File: config.mk
export PLATFORM = sky130hd
export DESIGN_NAME = msig_bist_ctrl
export DESIGN_NICKNAME = d
export VERILOG_FILES = /design/src/rtl/msig_pkg.sv /design/src/rtl/msig_addr_seq.sv /design/src/rtl/msig_misr.sv /design/src/rtl/msig_bist_ctrl.sv
export SDC_FILE = /design/constraint.sdc
export NUM_CORES = 1
export LEC_CHECK = 0
export BUFFER_PORTS_ARGS = -buffer_cell sky130_fd_sc_hd__buf_2
export CORE_UTILIZATION = 50
export DETAILED_ROUTE_END_ITERATION = 6
export GPL_ROUTABILITY_DRIVEN = 1
export PLACE_DENSITY = 0.86
export SKIP_CTS_REPAIR_TIMING = 1
export SYNTH_ARGS = -nofsm -noshare
export SYNTH_HDL_FRONTEND = slang
export SYNTH_SLANG_ARGS = --single-unit
File: constraint.sdc
create_clock -name clk -period 2.01 [get_ports clk]
set_input_delay 0.1005 -clock clk [delete_from_list [all_inputs] [get_ports clk]]
set_output_delay 0.1005 -clock clk [all_outputs]
set_load 0.02 [all_outputs]
File: src/rtl/msig_pkg.sv
package msig_pkg;
  localparam int SIG_W = 16;
  localparam logic [SIG_W-1:0] SIG_POLY = 16'h1021;

  // one MISR step, x^16 + x^12 + x^5 + 1, Galois form
  function automatic logic [SIG_W-1:0] misr_next(input logic [SIG_W-1:0] s,
                                                input logic [SIG_W-1:0] d);
    return {s[SIG_W-2:0], 1'b0} ^ (s[SIG_W-1] ? SIG_POLY : '0) ^ d;
  endfunction
endpackage

File: src/rtl/msig_addr_seq.sv
module msig_addr_seq #(
  parameter int UPPER_W = 8,
  parameter int CS_W    = 1,
  parameter int LOWER_W = 6
) (
  input  logic                              clk,
  input  logic                              rst_n,
  input  logic                              load,
  input  logic                              step,
  input  logic                              dev_only,
  input  logic [UPPER_W+CS_W+LOWER_W-1:0]   first,
  input  logic [UPPER_W+CS_W+LOWER_W-1:0]   last,
  output logic [UPPER_W+CS_W+LOWER_W-1:0]   addr,
  output logic                              at_last
);
  localparam int ADDR_W = UPPER_W + CS_W + LOWER_W;
  localparam int UL_W   = UPPER_W + LOWER_W;

  logic [ADDR_W-1:0] cur, stop_q, nxt;
  logic              mode_q;
  logic              unused_lsb;

  assign unused_lsb = first[0] ^ last[0];

  always_ff @(posedge clk) begin
    if (!rst_n) begin
      cur    <= '0;
      stop_q <= '0;
      mode_q <= 1'b0;
    end else if (load) begin
      cur    <= {first[ADDR_W-1:1], 1'b0};
      stop_q <= {last[ADDR_W-1:1], 1'b0};
      mode_q <= dev_only;
    end else if (step) begin
      cur <= nxt;
    end
  end

  generate
    if (CS_W == 0) begin : g_single
      logic unused_mode;
      assign unused_mode = mode_q;
      assign nxt     = cur + ADDR_W'(2);
      assign at_last = (cur == stop_q);
    end else begin : g_multi
      logic [UL_W-1:0] ul_cur, ul_stop, ul_nxt;
      assign ul_cur  = {cur[ADDR_W-1 -: UPPER_W], cur[LOWER_W-1:0]};
      assign ul_stop = {stop_q[ADDR_W-1 -: UPPER_W], stop_q[LOWER_W-1:0]};
      assign ul_nxt  = ul_cur + UL_W'(2);

      always_comb begin
        if (mode_q) begin
          nxt     = {ul_nxt[UL_W-1 -: UPPER_W], cur[LOWER_W +: CS_W], ul_nxt[LOWER_W-1:0]};
          at_last = (ul_cur == ul_stop);
        end else begin
          nxt     = cur + ADDR_W'(2);
          at_last = (cur == stop_q);
        end
      end

      // the device field never moves during a single-device sweep
      p_cs_frozen_r3: assert property (@(posedge clk) disable iff (!rst_n)
        (step && mode_q) |=> $stable(cur[LOWER_W +: CS_W]));
    end
  endgenerate

  assign addr = cur;
endmodule

File: src/rtl/msig_misr.sv
module msig_misr
  import msig_pkg::*;
(
  input  logic             clk,
  input  logic             rst_n,
  input  logic             clear,
  input  logic             en,
  input  logic [SIG_W-1:0] din,
  output logic [SIG_W-1:0] sig
);
  always_ff @(posedge clk) begin
    if (!rst_n)      sig <= '0;
    else if (clear)  sig <= '0;
    else if (en)     sig <= misr_next(sig, din);
  end
endmodule

File: src/rtl/msig_bist_ctrl.sv
module msig_bist_ctrl
  import msig_pkg::*;
#(
  parameter int UPPER_W = 8,
  parameter int CS_W    = 1,
  parameter int LOWER_W = 6
) (
  input  logic                             clk,
  input  logic                             rst_n,
  input  logic [UPPER_W+CS_W+LOWER_W-1:0]  cfg_first,
  input  logic [UPPER_W+CS_W+LOWER_W-1:0]  cfg_last,
  input  logic                             cfg_dev_only,
  input  logic                             start_wr,
  output logic                             busy,
  output logic                             done,
  output logic [2*SIG_W-1:0]               signature,
  output logic                             mem_rd,
  output logic [UPPER_W+CS_W+LOWER_W-1:0]  mem_addr,
  input  logic [SIG_W-1:0]                 mem_data,
  input  logic [1:0]                       mem_par
);
  localparam int ADDR_W = UPPER_W + CS_W + LOWER_W;
  localparam int NBYTES = SIG_W / 8;

  logic issuing, pend, pend_last, done_q;
  logic launch, step, at_last;
  logic [SIG_W-1:0] data_sig, par_sig, par_ext;

  assign busy   = issuing | pend;
  assign launch = start_wr & ~busy;
  assign step   = issuing & ~at_last;

  msig_addr_seq #(.UPPER_W(UPPER_W), .CS_W(CS_W), .LOWER_W(LOWER_W)) u_seq (
    .clk(clk), .rst_n(rst_n), .load(launch), .step(step),
    .dev_only(cfg_dev_only), .first(cfg_first), .last(cfg_last),
    .addr(mem_addr), .at_last(at_last)
  );

  always_ff @(posedge clk) begin
    if (!rst_n) begin
      issuing   <= 1'b0;
      pend      <= 1'b0;
      pend_last <= 1'b0;
      done_q    <= 1'b0;
    end else begin
      if (launch)                 issuing <= 1'b1;
      else if (issuing && at_last) issuing <= 1'b0;
      pend      <= issuing;
      pend_last <= issuing & at_last;
      if (launch)                 done_q <= 1'b0;
      else if (pend && pend_last) done_q <= 1'b1;
    end
  end

  assign mem_rd  = issuing;
  assign done    = done_q;
  assign par_ext = {{(SIG_W-NBYTES){1'b0}}, mem_par};

  msig_misr u_data_sig (
    .clk(clk), .rst_n(rst_n), .clear(launch), .en(pend),
    .din(mem_data), .sig(data_sig)
  );
  msig_misr u_par_sig (
    .clk(clk), .rst_n(rst_n), .clear(launch), .en(pend),
    .din(par_ext), .sig(par_sig)
  );

  assign signature = {par_sig, data_sig};

  // never an odd byte address on the read port
  p_even_addr_r1: assert property (@(posedge clk) disable iff (!rst_n)
    mem_rd |-> (mem_addr[0] == 1'b0));
  // completion and activity are exclusive
  p_done_idle_r9: assert property (@(posedge clk) disable iff (!rst_n)
    done |-> !busy);
  // launch leaves both signatures at zero
  p_sig_cleared_r8: assert property (@(posedge clk) disable iff (!rst_n)
    launch |=> (signature == '0));
  // no compression without a returning word
  p_sig_hold_r6: assert property (@(posedge clk) disable iff (!rst_n)
    (!pend && !launch) |=> $stable(signature));
  // a start while busy does not end or restart the sweep early
  p_busy_keeps_r4: assert property (@(posedge clk) disable iff (!rst_n)
    (issuing && !at_last && start_wr) |=> mem_rd);
endmodule

==> results.toml <==
[cts]
clk_pin_slew_ps = 70
root_buffer = "clkbuf_8"
cts-htree-levels = 3
clk_path_buf_depth = 2
cts_buffers = 9
worstSkewPairLatency_ps = 340
cts_tree = "done"
numClockSinks = 65

[synthesis]
synth_ff_type = "dfxtp_1"
synth.largest_area_cell = "dfxtp_1"
synthArstFlopShare_pct = 0
synth_commonest_cells = "65 x dfxtp_1, 36 x nand2_1, 36 x nor2_1, 36 x xnor2_1, 22 x o21ai_0"
synth.avg_cell_area_um2 = 8.89
netlist_instances = 327
synth_top_area_share_pct = 44.8
seq_area_frac_synth_pct = 44.8
yosysUniqueCellTypes = 34
synth.net_count = 380
synth-seq-cells = 65
syn_area_mm2 = 0.00291
yosysWarnings = 0
synth_edf_count = 0
synth_most_common_cell = "dfxtp_1"
synth.area.top_cells = "dfxtp_1 45%, xnor2_1 11%, mux2i_1 4.8%"

[critical_path]
required_ps = 2270
cpPeakStageDelay_ps = 550
critPathMostFrequentCell = "and3_1"
start_kind = "flip-flop"
crit_buf_inv = 0
cpMaxStageDelayCell = "or4b_1"
crit_path_max_fanout = 8
cpLargestDelayFamily = "simple AND/OR/NAND/NOR gates"
crit_chain = "and3_1 -> and3_1 -> nand2_1 -> or4b_1 -> a211oi_2"
end_kind = "flip-flop"
worst_ep_arrival_time_ps = 2160
crit_type = "flip-flop to flip-flop"

[timing]
fmax_mhz = 526
worst_slack_ps = 107
fin_setup_tns_ps = 0
fin_skew_ps = 7.33
slew_headroom_pct = 63.1
tightest_slew_ps = 554
rsz0062_at_grt = "false"
setup_viol = 0
fin_crit_ps = 1900
finalMaxSlewViolations = 0
hold_slack_ps = 7.18
hold_viol_final = 0
finalCritPeriodShare_pct = 94.7

[global_routing]
grt_usage_pct = 23.7
grt_pass1_wl_mm = 11.2
grt_pass1_vias = 2439
grt_max_degree = 52
grt_overflow = 0
antenna_found_initial = 0

[placed_design]
dp_hpwl_mm = 4.81
pre_cts_slack_ps = 200
placed_cell_area_mm2 = 0.00348
io_buffers = 98
place_congestion = 0.832

[floorplanning]
core_mm2 = 0.00554
dieHeight_um = 78.3
dieWidth_um = 78.3
die_area_mm2 = 0.00612
fp-row-count = 27
io_pins = 102
initial_core_util_pct = 52.5

[run_status]
status = "complete, no violations"

[drt]
routedWlPerCell_um = 13.8
via_count = 2698
drtPass1Iterations = 5
postRouteAntennaNets = 0
vias_per_cell = 5.37
drt_iter0_drc = 174
drc = 0
routed_wl_mm = 6.92

[run]
drv_cap = 0

[cells_and_area]
syn_to_final_growth_pct = 26.8
num-nets-final = 478
drive_above_1_share_pct = 30.0
stdcell_area_mm2 = 0.00369
fillers = 450
diodes = 0

[power_and_ir_drop]
power_mw = 3.06
ir_drop_uv = 461
leakagePower_nw = 1.48
pwr_density_cell_mw_per_mm2 = 831

[worst_hold_path]
hold_class = "input port to flip-flop"
==> metal layers <==
| layer | vias up | routed length, um | GRT usage [%] |
|---|---|---|---|
| li1 | 1339 | - | - |
| met5 | - | 0 | 0 |
| met3 | 17 | 523 | 7.21 |
| met2 | 123 | 3190 | 36.8 |
| met1 | 1219 | 3060 | 29.9 |
| met4 | 0 | 146 | 11.3 |
==> cells in the final DEF (no fill, tap or decap), drive strengths merged, types with 3 or more instances in the layout <==
| cell | count |
|---|---|
| a211oi | 19 |
| a21boi | 15 |
| a31oi | 12 |
| and2 | 5 |
| and3 | 3 |
| buf | 109 |
| clkbuf | 10 |
| dfxtp | 65 |
| inv | 3 |
| mux2i | 14 |
| nand2 | 36 |
| nand3 | 5 |
| nand4 | 4 |
| nor2 | 36 |
| o21ai | 22 |
| o31ai | 4 |
| or3 | 7 |
| or4 | 4 |
| xnor2 | 36 |
==> cell families after synthesis <==
| logic type | synth area share (%) |
|---|---|
| other | 0.129 |
| buffers and inverters | 3.70 |
| AO/OA/AOI/OAI | 18.0 |
| flip-flops | 44.8 |
| adder cells (fa/ha/maj) | 0.430 |
| multiplexers | 4.82 |
| XOR/XNOR | 10.8 |
| AND/OR/NAND/NOR | 17.3 |
==> layout make-up <==
type / count / area (um^2) / area share, %
inverters: 2 / 7.51 / 0.204
clock buffers: 10 / 128 / 3.46
multi-input cells: 237 / 1510 / 40.9
flip-flops and latches: 65 / 1300 / 35.4
well taps: 72 / 90.1 / 2.44
clock inverters: 6 / 67.6 / 1.83
repair buffers: 110 / 583 / 15.8
==> sequential cells by signal, summed over array words and instances, names as in the netlist <==
register,cells
u_seq.mode_q,1
mem_rd,1
pend,1
u_seq.stop_q,14
pend_last,1
u_seq.addr,14
u_data_sig.sig,16
done,1
u_par_sig.sig,16
==> stage by stage <==
stage,cells,util [%]
after global routing,502,66.6
after global placement,485,62.8
after floorplan,327,-
after detailed placement,485,62.8
after CTS,501,66.4
final,502,66.6
==> where the power goes <==
part	leakage, nW	switching [mW]	internal, mW
combinational	0.854	0.302	0.227
sequential	0.531	0.0817	1.36
clock	0.0929	0.514	0.577
==> worst paths after layout <==
check | start | endpoint | slack (ps) | depth (start not counted)
worst max-delay path | u_seq.addr[4] | u_seq.addr[12] | 110 | 5
worst min-delay path | cfg_last[3] | u_seq.stop_q[3] | 7 | 3
worst min register to register | done | done | 480 | 2
worst max register to register | u_seq.addr[4] | u_seq.addr[12] | 110 | 5
==> tightest hold or removal path, cell delays in order <==
cell and delay [ps]:
buf_2 90, nand2_1 40, a21boi_0 60
No activity file was read; power rests on OpenSTA's default activity.
